### src/rtl/baud_pkg.sv
package baud_pkg;
  localparam int unsigned DIV_W = 14;
  localparam int unsigned IDX_W = 4;

  typedef enum logic {
    OSR_16 = 1'b0,
    OSR_13 = 1'b1
  } osr_e;

  function automatic logic [IDX_W-1:0] last_pos(osr_e m);
    return (m == OSR_13) ? IDX_W'(12) : IDX_W'(15);
  endfunction
endpackage

### src/rtl/baud_cfg.sv
module baud_cfg
  import baud_pkg::*;
#(
  parameter int unsigned W = DIV_W
) (
  input  logic         clk_i,
  input  logic         rst_ni,
  input  logic         en_i,
  input  logic [W-1:0] div_i,
  input  logic         osr13_i,
  input  logic         smp_evt_i,
  input  logic         bit_evt_i,
  output logic [W-1:0] term_o,
  output osr_e         mode_o
);
  logic [W-1:0] code_q;
  osr_e         mode_q;

  always_ff @(posedge clk_i or negedge rst_ni) begin
    if (!rst_ni) begin
      code_q <= '0;
      mode_q <= OSR_16;
    end else if (!en_i) begin
      code_q <= div_i;
      mode_q <= osr_e'(osr13_i);
    end else begin
      if (smp_evt_i) code_q <= div_i;
      if (bit_evt_i) mode_q <= osr_e'(osr13_i);
    end
  end

  // code-1 wraps 0 to all ones, i.e. terminal count 16383 for N = 16384
  assign term_o = code_q - W'(1);
  assign mode_o = mode_q;

  assert_div_hold_R7: assert property (@(posedge clk_i) disable iff (!rst_ni)
    (en_i && $past(en_i) && !$past(smp_evt_i)) |-> $stable(code_q));
  assert_mode_hold_R8: assert property (@(posedge clk_i) disable iff (!rst_ni)
    (en_i && $past(en_i) && !$past(bit_evt_i)) |-> $stable(mode_q));
endmodule

### src/rtl/baud_div.sv
module baud_div #(
  parameter int unsigned W = 14
) (
  input  logic         clk_i,
  input  logic         rst_ni,
  input  logic         en_i,
  input  logic [W-1:0] term_i,
  output logic         evt_o,
  output logic         sample_o
);
  logic [W-1:0] cnt_q;
  logic         smp_q;

  assign evt_o = en_i && (cnt_q == term_i);

  always_ff @(posedge clk_i or negedge rst_ni) begin
    if (!rst_ni) begin
      cnt_q <= '0;
      smp_q <= 1'b0;
    end else if (!en_i) begin
      cnt_q <= '0;
      smp_q <= 1'b0;
    end else begin
      smp_q <= evt_o;
      cnt_q <= evt_o ? '0 : cnt_q + W'(1);
    end
  end

  assign sample_o = smp_q;

  assert_cnt_bound_R7: assert property (@(posedge clk_i) disable iff (!rst_ni)
    en_i |-> (cnt_q <= term_i));
  assert_off_quiet_R5: assert property (@(posedge clk_i) disable iff (!rst_ni)
    !en_i |=> !sample_o);
endmodule

### src/rtl/baud_pos.sv
module baud_pos
  import baud_pkg::*;
#(
  parameter int unsigned IW = IDX_W
) (
  input  logic          clk_i,
  input  logic          rst_ni,
  input  logic          en_i,
  input  logic          smp_evt_i,
  input  osr_e          mode_i,
  output logic          bit_evt_o,
  output logic          bit_o,
  output logic [IW-1:0] idx_o
);
  logic [IW-1:0] pos_q, idx_q;
  logic          bit_q;

  assign bit_evt_o = smp_evt_i && (pos_q == last_pos(mode_i));

  always_ff @(posedge clk_i or negedge rst_ni) begin
    if (!rst_ni) begin
      pos_q <= '0;
      idx_q <= '0;
      bit_q <= 1'b0;
    end else if (!en_i) begin
      pos_q <= '0;
      idx_q <= '0;
      bit_q <= 1'b0;
    end else begin
      bit_q <= bit_evt_o;
      if (smp_evt_i) begin
        idx_q <= pos_q;
        pos_q <= bit_evt_o ? '0 : pos_q + IW'(1);
      end
    end
  end

  assign bit_o = bit_q;
  assign idx_o = idx_q;

  assert_pos_range_R4: assert property (@(posedge clk_i) disable iff (!rst_ni)
    (en_i && mode_i == OSR_13) |-> (pos_q <= IW'(12)));
  assert_bit_on_last_R6: assert property (@(posedge clk_i) disable iff (!rst_ni)
    bit_o |-> (idx_o == IW'(15) || idx_o == IW'(12)));
  assert_off_idx_R5: assert property (@(posedge clk_i) disable iff (!rst_ni)
    !en_i |=> (idx_o == '0 && !bit_o));
endmodule

### src/rtl/uart_baud_gen.sv
module uart_baud_gen
  import baud_pkg::*;
#(
  parameter int unsigned DW = DIV_W,
  parameter int unsigned IW = IDX_W
) (
  input  logic          clk_i,
  input  logic          rst_ni,
  input  logic          en_i,
  input  logic [DW-1:0] div_i,
  input  logic          osr13_i,
  output logic          sample_o,
  output logic          bit_o,
  output logic [IW-1:0] sample_idx_o
);
  logic [DW-1:0] term;
  osr_e          mode;
  logic          smp_evt, bit_evt;

  baud_cfg #(.W(DW)) u_cfg (
    .clk_i, .rst_ni, .en_i, .div_i, .osr13_i,
    .smp_evt_i(smp_evt), .bit_evt_i(bit_evt),
    .term_o(term), .mode_o(mode)
  );

  baud_div #(.W(DW)) u_div (
    .clk_i, .rst_ni, .en_i,
    .term_i(term), .evt_o(smp_evt), .sample_o(sample_o)
  );

  baud_pos #(.IW(IW)) u_pos (
    .clk_i, .rst_ni, .en_i,
    .smp_evt_i(smp_evt), .mode_i(mode),
    .bit_evt_o(bit_evt), .bit_o(bit_o), .idx_o(sample_idx_o)
  );

  assert_bit_with_sample_R3: assert property (@(posedge clk_i) disable iff (!rst_ni)
    bit_o |-> sample_o);
  assert_gap_R2: assert property (@(posedge clk_i) disable iff (!rst_ni)
    (sample_o && term != '0) |=> !sample_o);
endmodule

### config.mk
export PLATFORM = sky130hd
export DESIGN_NAME = uart_baud_gen
export DESIGN_NICKNAME = d
export VERILOG_FILES = /design/src/rtl/baud_pkg.sv /design/src/rtl/baud_cfg.sv /design/src/rtl/baud_div.sv /design/src/rtl/baud_pos.sv /design/src/rtl/uart_baud_gen.sv
export SDC_FILE = /design/constraint.sdc
export NUM_CORES = 1
export LEC_CHECK = 0
export ABC_CLOCK_PERIOD_IN_PS = 5300
export BUFFER_PORTS_ARGS = -buffer_cell sky130_fd_sc_hd__buf_2
export CAP_MARGIN = 20
export CORE_MARGIN = 5
export CORE_UTILIZATION = 35
export DETAILED_ROUTE_END_ITERATION = 10
export SLEW_MARGIN = 20
export SYNTH_ARGS = -nofsm -noshare
export SYNTH_HDL_FRONTEND = slang
export SYNTH_HIERARCHICAL = 1
export SYNTH_SLANG_ARGS = --single-unit
### constraint.sdc
create_clock -name clk_i -period 5.3 [get_ports clk_i]
set_clock_uncertainty 0.05 [all_clocks]
set_input_delay 0.795 -clock clk_i [delete_from_list [all_inputs] [get_ports clk_i]]
set_output_delay 0.795 -clock clk_i [all_outputs]
set_load 0.05 [all_outputs]
==> impl_metrics.env, run 1 <==
export IMPL_cts_root_buffer="clkbuf_8"
export IMPL_cts_tree="done"
export IMPL_netlist_top_cells_area="dfrtp_1 (46%), xnor2_1 (7.4%), xor2_1 (7.0%)"
export IMPL_setup_tns_ns=0
export IMPL_clk_pin_slew_worst_paths_ns=0.08
export IMPL_min_period_ns=3.52
export IMPL_fmax_ghz=0.284
export IMPL_hpwlAfterDp_um=2760
export IMPL_ant_nets=0
export IMPL_vdd_ir_drop_max_mv=0.158
export IMPL_synth_distinct_cells=44
export IMPL_grt_pass1_wl_um=7140
export IMPL_synth_edff_count=0
export IMPL_die_area_um2=7730
export IMPL_post_route_drc_count=0
export IMPL_antenna_found_initial=0
export IMPL_drive_gt1_share_pct=26.5
export IMPL_crit_path_end_kind="flop"
export IMPL_synth_xor_xnor_area_share_pct=14.4
export IMPL_grt_usage_pct=11.8
export IMPL_clock_sinks=39
export IMPL_syn_cell_area_um2=2130
export IMPL_crit_arrival_ns=3.65
export IMPL_clockBufferDepth=2
export IMPL_status="complete, no violations"
export IMPL_die_x_um=87.9
export IMPL_clock_latency_ns=0.29
export IMPL_required_ns=5.43
export IMPL_grt_max_degree=40
export IMPL_synthAdderAreaFrac_pct=1.77
export IMPL_cts_made_buffers=5
export IMPL_worst_setup_path_start_kind="flop"
export IMPL_min_path_type="flop to flop"
export IMPL_syn_area_per_cell_um2=11.0
export IMPL_synth_top_family_by_area="simple AND/OR/NAND/NOR gates"
export IMPL_final_period_utilization_pct=66.4
export IMPL_firstDrtPassIters=4
export IMPL_wl_per_cell_um=13.4
export IMPL_placementRows=28
export IMPL_top_level_ports=24
export IMPL_ys_seq_elements=39
export IMPL_dr_first_iter_drc_count=68
export IMPL_start_util_pct=35.9
export IMPL_post_cts_resized=0
export IMPL_synthToLayoutAreaGrowth_pct=14.2
export IMPL_cts_hold_buf=0
export IMPL_io_buffers=23
export IMPL_vias=1464
export IMPL_synth_ff_type="dfrtp_1"
export IMPL_yosysWarnings=6
export IMPL_synth_top_area_share_pct=45.9
export IMPL_multi_input_area_um2=1120
export IMPL_async_flop_share_pct=100
export IMPL_grt_pass1_vias=1513
export IMPL_n_fill_cell=585
export IMPL_cp_max_fo=26
export IMPL_yosys_area_top_type="dfrtp_1"
export IMPL_grt_overflow_total=0
export IMPL_post_cts_setup_buffers=0
export IMPL_die_height_um=87.9
export IMPL_ys_seq_area_share_pct=45.9
export IMPL_slew_violations=0
export IMPL_hold_viol=0
export IMPL_gp_congestion=0.748
export IMPL_relSlewSlack_pct=42.9
export IMPL_num_antenna_cells=0
export IMPL_yosys_mux_area_fraction_pct=9.24
export IMPL_seqCellArea_um2=976
export IMPL_vias_per_cell=4.98
export IMPL_leakagePower_uw=0.00101
export IMPL_synth_compound_gate_area_share_pct=4.06
export IMPL_setup_viol=0
export IMPL_drv_cap=0
export IMPL_wl_um=3940
export IMPL_rsz0062_at_grt="false"
export IMPL_whs_ns=0.487
export IMPL_synth_nets=214
export IMPL_worstMarginPinSlew_ns=0.856
export IMPL_critPathKind="flop to flop"
export IMPL_synthSimpleGateAreaFrac_pct=22.7
export IMPL_syn_inst=193
export IMPL_cts_htree_levels=2
export IMPL_core_area_um2=5920
export IMPL_nNetsFinal=239
export IMPL_p_per_area_nw_per_um2=257
## placed cells by master, fill, tap and decap left out, drive strengths merged
master / n
nor3: 16
nand3b: 3
clkbuf: 7
mux2i: 5
ha: 3
o2111a: 1
dfrtp: 39
inv: 4
nor2b: 5
a21boi: 1
nor3b: 2
clkinvlp: 1
o21ai: 4
a211oi: 3
buf: 24
nand2: 12
nand3: 8
a21o: 1
a21oi: 1
o31ai: 1
and3: 1
xor2: 17
or2b: 1
or4: 2
nand4: 6
nor4: 4
and4: 2
mux2: 13
nand2b: 2
or3: 3
or2: 1
nor2: 4
and2: 1
xnor2: 18
nand4b: 2
or3b: 1
## critical path, stage by stage, from the launching register on
cell and delay (ns):
dfrtp_1 0.42, or4_4 0.56, or3_4 0.37, nor3_2 0.18, xor2_1 0.18, xnor2_1 0.14
nand4_1 0.16, nor4_4 0.28, buf_4 0.34, nand3_1 0.14, a21oi_2 0.14, nand2b_1 0.12
mux2_2 0.33
## where the power goes
group | switching (uW) | leakage (uW) | internal (uW) | total [uW]
sequential | 16.2 | 0.000509 | 311 | 327
combinational | 34.8 | 0.000453 | 36.4 | 71.2
clock | 108 | 0.0000505 | 118 | 226
total | 159 | 0.00101 | 465 | 624
## metrics by stage
| stage | instance area [um2] | setup slack [ns] | std cells | utilization [%] | power (uW) |
|---|---|---|---|---|---|
| floorplan | 2130 | 1.49 | 193 | - | 381 |
| global placement | 2320 | 1.85 | 286 | 39.3 | 404 |
| detailed placement | 2320 | 1.76 | 286 | 39.3 | 406 |
| CTS | 2430 | 1.75 | 294 | 41.0 | 636 |
| global route | 2430 | 1.56 | 294 | 41.0 | 655 |
| finish | 2430 | 1.78 | 294 | 41.0 | 624 |
## Yosys cell counts, drive strengths merged (4+ instances only)
library cell	count
mux2	13
dfrtp	39
nand2	12
mux2i	5
o21ai	4
nand3	8
nor2b	5
nor2	4
nor3	16
xor2	17
inv	4
xnor2	18
nor4	4
nand4	6
## layer usage
layer | global-route usage [%] | share of wire, %
met2 | 18.6 | 45
met4 | 3.77 | 1.3
met5 | 0 | 0
met3 | 3.39 | 4.5
met1 | 15.6 | 49
## registers in the layout, indices dropped and copies added, names as in the netlist
signal and cells:
u_pos/pos_q 4, u_cfg/code_q 14, u_div/sample_o 1, u_pos/idx_o 4
u_pos/bit_o 1, u_div/cnt_q 14, u_cfg/mode_o 1
## cells by family after synthesis
| logic type | count (synthesis) |
|---|---|
| AOI/OAI and AO/OA | 12 |
| xor gates and xnor gates | 35 |
| adders and majority gates | 3 |
| buffers and inverters | 10 |
| DFF | 39 |
| muxes | 18 |
| and+or+nand+nor | 76 |
## path summary, 6_finish.rpt
path	from	endpoint	slack, ns	cells after the start
worst max-delay path	u_cfg/code_q[7]	u_cfg/mode_o	1.78	12
min in group asynchronous	rst_ni	u_pos/pos_q[2]	0.55	1
worst min-delay path	u_cfg/code_q[13]	u_cfg/code_q[13]	0.49	1
worst min register to register	u_cfg/code_q[13]	u_cfg/code_q[13]	0.49	1
worst max register to register	u_cfg/code_q[7]	u_cfg/mode_o	1.78	12
max in group asynchronous	rst_ni	u_cfg/code_q[4]	4.10	1
## final cells by class
type,count,share of cell area [%]
repair buffers,24,5.05
well taps,75,3.86
flip-flops and latches,39,40.2
clock inverters,1,0.309
inverters,4,0.618
multi-input cells,144,46.0
clock buffers,7,3.97
No activity file was read; power rests on OpenSTA's default activity.
==> run 2, diff against run 1 <==
--- a/config.mk
+++ b/config.mk
@@ -5,7 +5,7 @@
 export SDC_FILE = /design/constraint.sdc
 export NUM_CORES = 1
 export LEC_CHECK = 0
-export ABC_CLOCK_PERIOD_IN_PS = 5300
+export ABC_CLOCK_PERIOD_IN_PS = 3200
 export BUFFER_PORTS_ARGS = -buffer_cell sky130_fd_sc_hd__buf_2
 export CAP_MARGIN = 20
 export CORE_MARGIN = 5
==> constraint.sdc (replaced) <==
create_clock -name clk_i -period 3.2 [get_ports clk_i]
set_clock_uncertainty 0.05 [all_clocks]
set_input_delay 0.48 -clock clk_i [delete_from_list [all_inputs] [get_ports clk_i]]
set_output_delay 0.48 -clock clk_i [all_outputs]
set_load 0.05 [all_outputs]
==> run 2 against run 1 <==
Critical path depth unchanged. Combinational power increased by 110%. Highest routed layer unchanged. Via count increased by 6.0%. Sequential power rose by 65%. Fmax is 11% higher. First-iteration DRC count is 24% lower. Hold slack lost 0.24 ns.
==> impl_metrics.env, run 2 (synthesized netlist as in run 1, its figures left out) <==
export IMPL_vdd_ir_drop_max_mv=0.265
export IMPL_clock_sinks=39
export IMPL_cts_root_buffer="clkbuf_8"
export IMPL_clk_pin_slew_worst_paths_ns=0.08
export IMPL_antenna_found_initial=0
export IMPL_hpwlAfterDp_um=2960
export IMPL_combPwrFrac_pct=13.3
export IMPL_io_buffers=23
export IMPL_switchingPower_uw=271
export IMPL_setup_viol=0
export IMPL_top_level_ports=24
export IMPL_slew_violations=0
export IMPL_r2r_start="u_cfg/code_q[7]"
export IMPL_worst_setup_path_start_kind="flop"
export IMPL_num_antenna_cells=0
export IMPL_synthToLayoutAreaGrowth_pct=24.4
export IMPL_final_util_pct=44.7
export IMPL_start_util_pct=35.9
export IMPL_final_cell_mix="dfrtp_1 (39), buf_2 (23), xnor2_1 (18), xor2_1 (17), nor3_1 (15)"
export IMPL_finish_instance_area_um2=2640
export IMPL_core_area_um2=5920
export IMPL_die_x_um=87.9
export IMPL_n_fill_cell=546
export IMPL_placementRows=28
export IMPL_vias=1552
export IMPL_firstDrtPassIters=4
export IMPL_ff2ff_setup_slack_ns=0.03
export IMPL_post_route_drc_count=0
export IMPL_min_period_ns=3.17
export IMPL_fmax_ghz=0.315
export IMPL_status="complete, no violations"
export IMPL_dr_first_iter_drc_count=52
export IMPL_leakagePower_uw=0.00115
export IMPL_rsz0062_at_grt="true"
export IMPL_critPathKind="flop to flop"
export IMPL_drive_gt1_share_pct=33.2
export IMPL_drv_cap=0
export IMPL_ant_nets=0
export IMPL_reg_top3="u_cfg/code_q (14), u_div/cnt_q (14)"
export IMPL_nNetsFinal=255
export IMPL_seq_power_share_pct=48.3
export IMPL_relSlewSlack_pct=41.4
export IMPL_grt_pass1_vias=1449
export IMPL_final_common_cell="dfrtp_1"
export IMPL_worstMarginPinSlew_ns=0.880
export IMPL_die_height_um=87.9
export IMPL_switching_share_pct=24.2
export IMPL_clkPwrFrac_pct=38.5
export IMPL_cp_startpoint="u_cfg/code_q[7]"
export IMPL_grt_usage_pct=11.7
export IMPL_vias_per_cell=5.01
export IMPL_clock_latency_ns=0.29
export IMPL_crit_arrival_ns=3.31
export IMPL_grt_max_degree=40
export IMPL_gp_congestion=0.731
export IMPL_whs_ns=0.246
export IMPL_crit_path_end_kind="flop"
export IMPL_place_area_um2=2400
export IMPL_cp_max_fo=4
export IMPL_internal_power_uw=847
export IMPL_final_period_utilization_pct=99.1
export IMPL_wl_per_cell_um=14.3
export IMPL_power_total_uw=1120
export IMPL_grt_pass1_wl_um=7000
export IMPL_min_path_type="input port to async pin"
export IMPL_cts_tree="done"
export IMPL_cts_made_buffers=5
export IMPL_wl_um=4430
export IMPL_cts_htree_levels=2
export IMPL_required_ns=3.34
export IMPL_clockBufferDepth=2
export IMPL_cts_hold_buf=0
export IMPL_p_per_area_nw_per_um2=423
export IMPL_hold_viol=0
export IMPL_die_area_um2=7730
export IMPL_grt_overflow_total=0
[run 2: metal layers]
metal  share of wire [%]  routed length (um)  GRT usage, %  up-vias
li1                    -                   -             -      761
met3                 5.0                 221          4.42        6
met5                   0                   0             0        -
met4                0.77                  34          2.51        0
met2                  49                2170          19.7       38
met1                  45                2010          14.2      747
[run 2: final timing paths]
kind	end	depth (start not counted)
worst max register to register	u_cfg/mode_o	12
worst min-delay path	u_pos/bit_o	1
worst max-delay path	u_cfg/mode_o	12
worst min register to register	u_cfg/code_q[8]	1
max in group asynchronous	u_cfg/code_q[5]	1
min in group clk_i	u_cfg/code_q[0]	3
[run 2: layout make-up]
class | instances | area (um2) | area share [%]
well taps | 75 | 93.8 | 3.55
inverters | 4 | 15.0 | 0.568
repair buffers | 40 | 275 | 10.4
flip-flops and latches | 39 | 976 | 36.9
clock buffers | 6 | 82.6 | 3.12
multi-input cells | 144 | 1170 | 44.1
clock inverters | 2 | 35.0 | 1.33
[run 2: power by group through the flow]
stage / registers (uW) / clock network, uW / logic [uW]
6_report: 540 / 430 / 148
3_3_place_gp: 548 / 0 / 131
3_5_place_dp: 549 / 0 / 133
2_1_floorplan: 544 / 0 / 92.8
5_1_grt: 543 / 469 / 164
4_1_cts: 539 / 444 / 135
[run 2: critical path, stage by stage, from the launching register on]
cell      delay, ns
dfrtp_1        0.40
or4_4          0.54
or3_4          0.39
nor3_4         0.17
xor2_1         0.19
xnor2_1        0.14
nand4_1        0.17
nor4_4         0.19
buf_4          0.18
nand3_2        0.08
a21oi_2        0.13
nand2b_1       0.13
mux2_4         0.29
[run 2: timing repair]
action,CTS,global route
gates resized for setup,1,10
endpoints found under the setup margin,12,18
setup buffers,1,8
endpoints found under the hold margin,0,0
[run 2: metrics by stage]
stage / TNS (ns) / setup WS [ns] / instances
after floorplan: -0.748 / -0.126 / 193
after detailed placement: 0 / 0.00969 / 293
final: 0 / 0.0300 / 310
after global placement: 0 / 0.0645 / 293
after CTS: -0.00118 / -0.00118 / 302
after global routing: -0.258 / -0.104 / 310
==> run 3, diff against run 2 <==
--- a/config.mk
+++ b/config.mk
@@ -11,7 +11,8 @@
 export CORE_MARGIN = 5
 export CORE_UTILIZATION = 35
 export DETAILED_ROUTE_END_ITERATION = 10
-export SLEW_MARGIN = 20
+export RECOVER_POWER = 100
+export SLEW_MARGIN = 15
 export SYNTH_ARGS = -nofsm -noshare
 export SYNTH_HDL_FRONTEND = slang
 export SYNTH_HIERARCHICAL = 1
==> run 3 against run 2 <==
The flow now finishes with violations (capacitance limit, slew limit). Count of clock-buffer cells in the layout did not move. Power is essentially flat. Sequential power about the same. Core utilization is 0.15 points lower. First-iteration DRC count did not move. Register-to-register slack barely moved. Die area unchanged. Clock power hardly changed. Critical path type unchanged. Largest cell class unchanged. Largest power group unchanged. Highest routed layer unchanged.
==> impl_metrics.env, run 3 (synthesized netlist as in run 1, its figures left out) <==
export IMPL_status="complete, but fails checks"
export IMPL_failed_checks="capacitance limit, slew limit"
export IMPL_clockBufferDepth=2
export IMPL_die_height_um=87.9
export IMPL_placementRows=28
export IMPL_drv_cap=1
export IMPL_whs_ns=0.346
export IMPL_fmax_ghz=0.316
export IMPL_firstDrtPassIters=4
export IMPL_cts_htree_levels=2
export IMPL_path_cells="or4_4 > or3_4 > nor3_4 > xor2_1 > xnor2_1 > nand4_1 > nor4_4 > buf_4 > nand3_2 > a21oi_2 > nand2b_1 > mux2_4"
export IMPL_grt_usage_pct=11.7
export IMPL_leakagePower_uw=0.00112
export IMPL_setup_ws_ns=0.0313
export IMPL_hold_viol=0
export IMPL_num_antenna_cells=0
export IMPL_vias=1553
export IMPL_crit_path_end_kind="flop"
export IMPL_grt_pass1_wl_um=7000
export IMPL_cp_slowest_cell="or4_4"
export IMPL_post_route_drc_count=0
export IMPL_r2r_start="u_cfg/code_q[7]"
export IMPL_core_area_um2=5920
export IMPL_final_cell_mix="dfrtp_1 (39), xnor2_1 (18), xor2_1 (17), buf_2 (16), nor3_1 (15)"
export IMPL_dr_first_iter_drc_count=52
export IMPL_critPathKind="flop to flop"
export IMPL_antenna_found_initial=0
export IMPL_place_area_um2=2400
export IMPL_required_ns=3.34
export IMPL_min_path_type="input port to flop"
export IMPL_cts_hold_buf=0
export IMPL_cp_max_fo=4
export IMPL_place_ws_ns=0.00969
export IMPL_worstMarginPinSlew_ns=2.11
export IMPL_setup_viol=0
export IMPL_cts_tree="done"
export IMPL_worst_setup_path_start_kind="flop"
export IMPL_vdd_ir_drop_max_mv=0.265
export IMPL_setup_tns_ns=0
export IMPL_relSlewSlack_pct=-40.7
export IMPL_cpPeakStageDelay_ns=0.54
export IMPL_gp_congestion=0.731
export IMPL_clk_pin_slew_worst_paths_ns=0.08
export IMPL_hp_start="div_i[0]"
export IMPL_vias_per_cell=5.01
export IMPL_p_per_area_nw_per_um2=425
export IMPL_cts_root_buffer="clkbuf_8"
export IMPL_multi_input_area_um2=1170
export IMPL_clock_sinks=39
export IMPL_wl_per_cell_um=14.3
export IMPL_start_util_pct=35.9
export IMPL_synthToLayoutAreaGrowth_pct=24.0
export IMPL_drive_gt1_share_pct=30.2
export IMPL_ant_nets=0
export IMPL_io_buffers=23
export IMPL_grt_pass1_vias=1449
export IMPL_slew_violations=40
export IMPL_top_level_ports=24
export IMPL_die_x_um=87.9
export IMPL_critical_path_top_delay_family="simple AND/OR/NAND/NOR gates"
export IMPL_cts_made_buffers=5
export IMPL_reg_top3="u_cfg/code_q (14), u_div/cnt_q (14)"
export IMPL_grt_overflow_total=0
export IMPL_rsz0062_at_grt="true"
export IMPL_min_period_ns=3.17
export IMPL_seqCellArea_um2=976
export IMPL_crit_arrival_ns=3.31
export IMPL_grt_max_degree=40
export IMPL_path_buf_inv=1
export IMPL_clock_latency_ns=0.29
export IMPL_hpwlAfterDp_um=2960
export IMPL_nNetsFinal=255
export IMPL_die_area_um2=7730
export IMPL_wl_um=4440
export IMPL_n_fill_cell=549
export IMPL_final_common_cell="dfrtp_1"
export IMPL_finish_instance_area_um2=2640
export IMPL_cp_startpoint="u_cfg/code_q[7]"
export IMPL_final_period_utilization_pct=99.0
[run 3: final timing paths]
kind / endpoint / slack, ns / cells past startpoint
worst max register to register: u_cfg/mode_o / 0.03 / 12
min in group asynchronous: u_pos/bit_o / 0.73 / 1
worst min register to register: u_div/cnt_q[0] / 0.50 / 1
worst min-delay path: u_cfg/code_q[0] / 0.35 / 3
max in group asynchronous: u_cfg/code_q[5] / 1.15 / 1
worst max-delay path: u_cfg/mode_o / 0.03 / 12
[run 3: worst min-delay path, cell delays in order]
cell	delay (ns)
buf_2	0.07
nand2_1	0.04
o21ai_0	0.06
[run 3: final cells by class]
cell class / instances / share of cell area (%)
Multi-Input combinational cell: 144 / 44.3
Sequential cell: 39 / 37.0
Timing Repair Buffer: 40 / 10.1
Tap cell: 75 / 3.56
Clock buffer: 6 / 3.13
Clock inverter: 2 / 1.33
Inverter: 4 / 0.570
[run 3: routing by layer]
layer	wire length [um]	vias to the layer above	global-route usage, %
li1	-	762	-
met1	2030	749	14.2
met2	2170	36	19.7
met3	209	6	4.42
met4	34	0	2.51
met5	0	-	0
[run 3: power by group]
group / switching (uW) / leakage [uW] / internal, uW
registers: 25.4 / 0.000509 / 514
clock network: 178 / 0.0000612 / 252
logic: 67.9 / 0.000551 / 80.3
total: 272 / 0.00112 / 847
[run 3: timing repair]
action / 4_1_cts / 5_1_grt
cloned: 0 / 0
pin swaps: 0 / 0
gates resized for setup: 1 / 10
setup buffers: 1 / 8
endpoints found under the setup margin: 12 / 18
[run 3: stage by stage]
| step | power, uW | cells | util (%) |
|---|---|---|---|
| 6_report | 1120 | 310 | 44.5 |
| 5_1_grt | 1180 | 310 | 44.5 |
| 4_1_cts | 1120 | 302 | 42.8 |
| 3_5_place_dp | 682 | 293 | 40.6 |
| 3_3_place_gp | 679 | 293 | 40.6 |
| 2_1_floorplan | 636 | 193 | - |
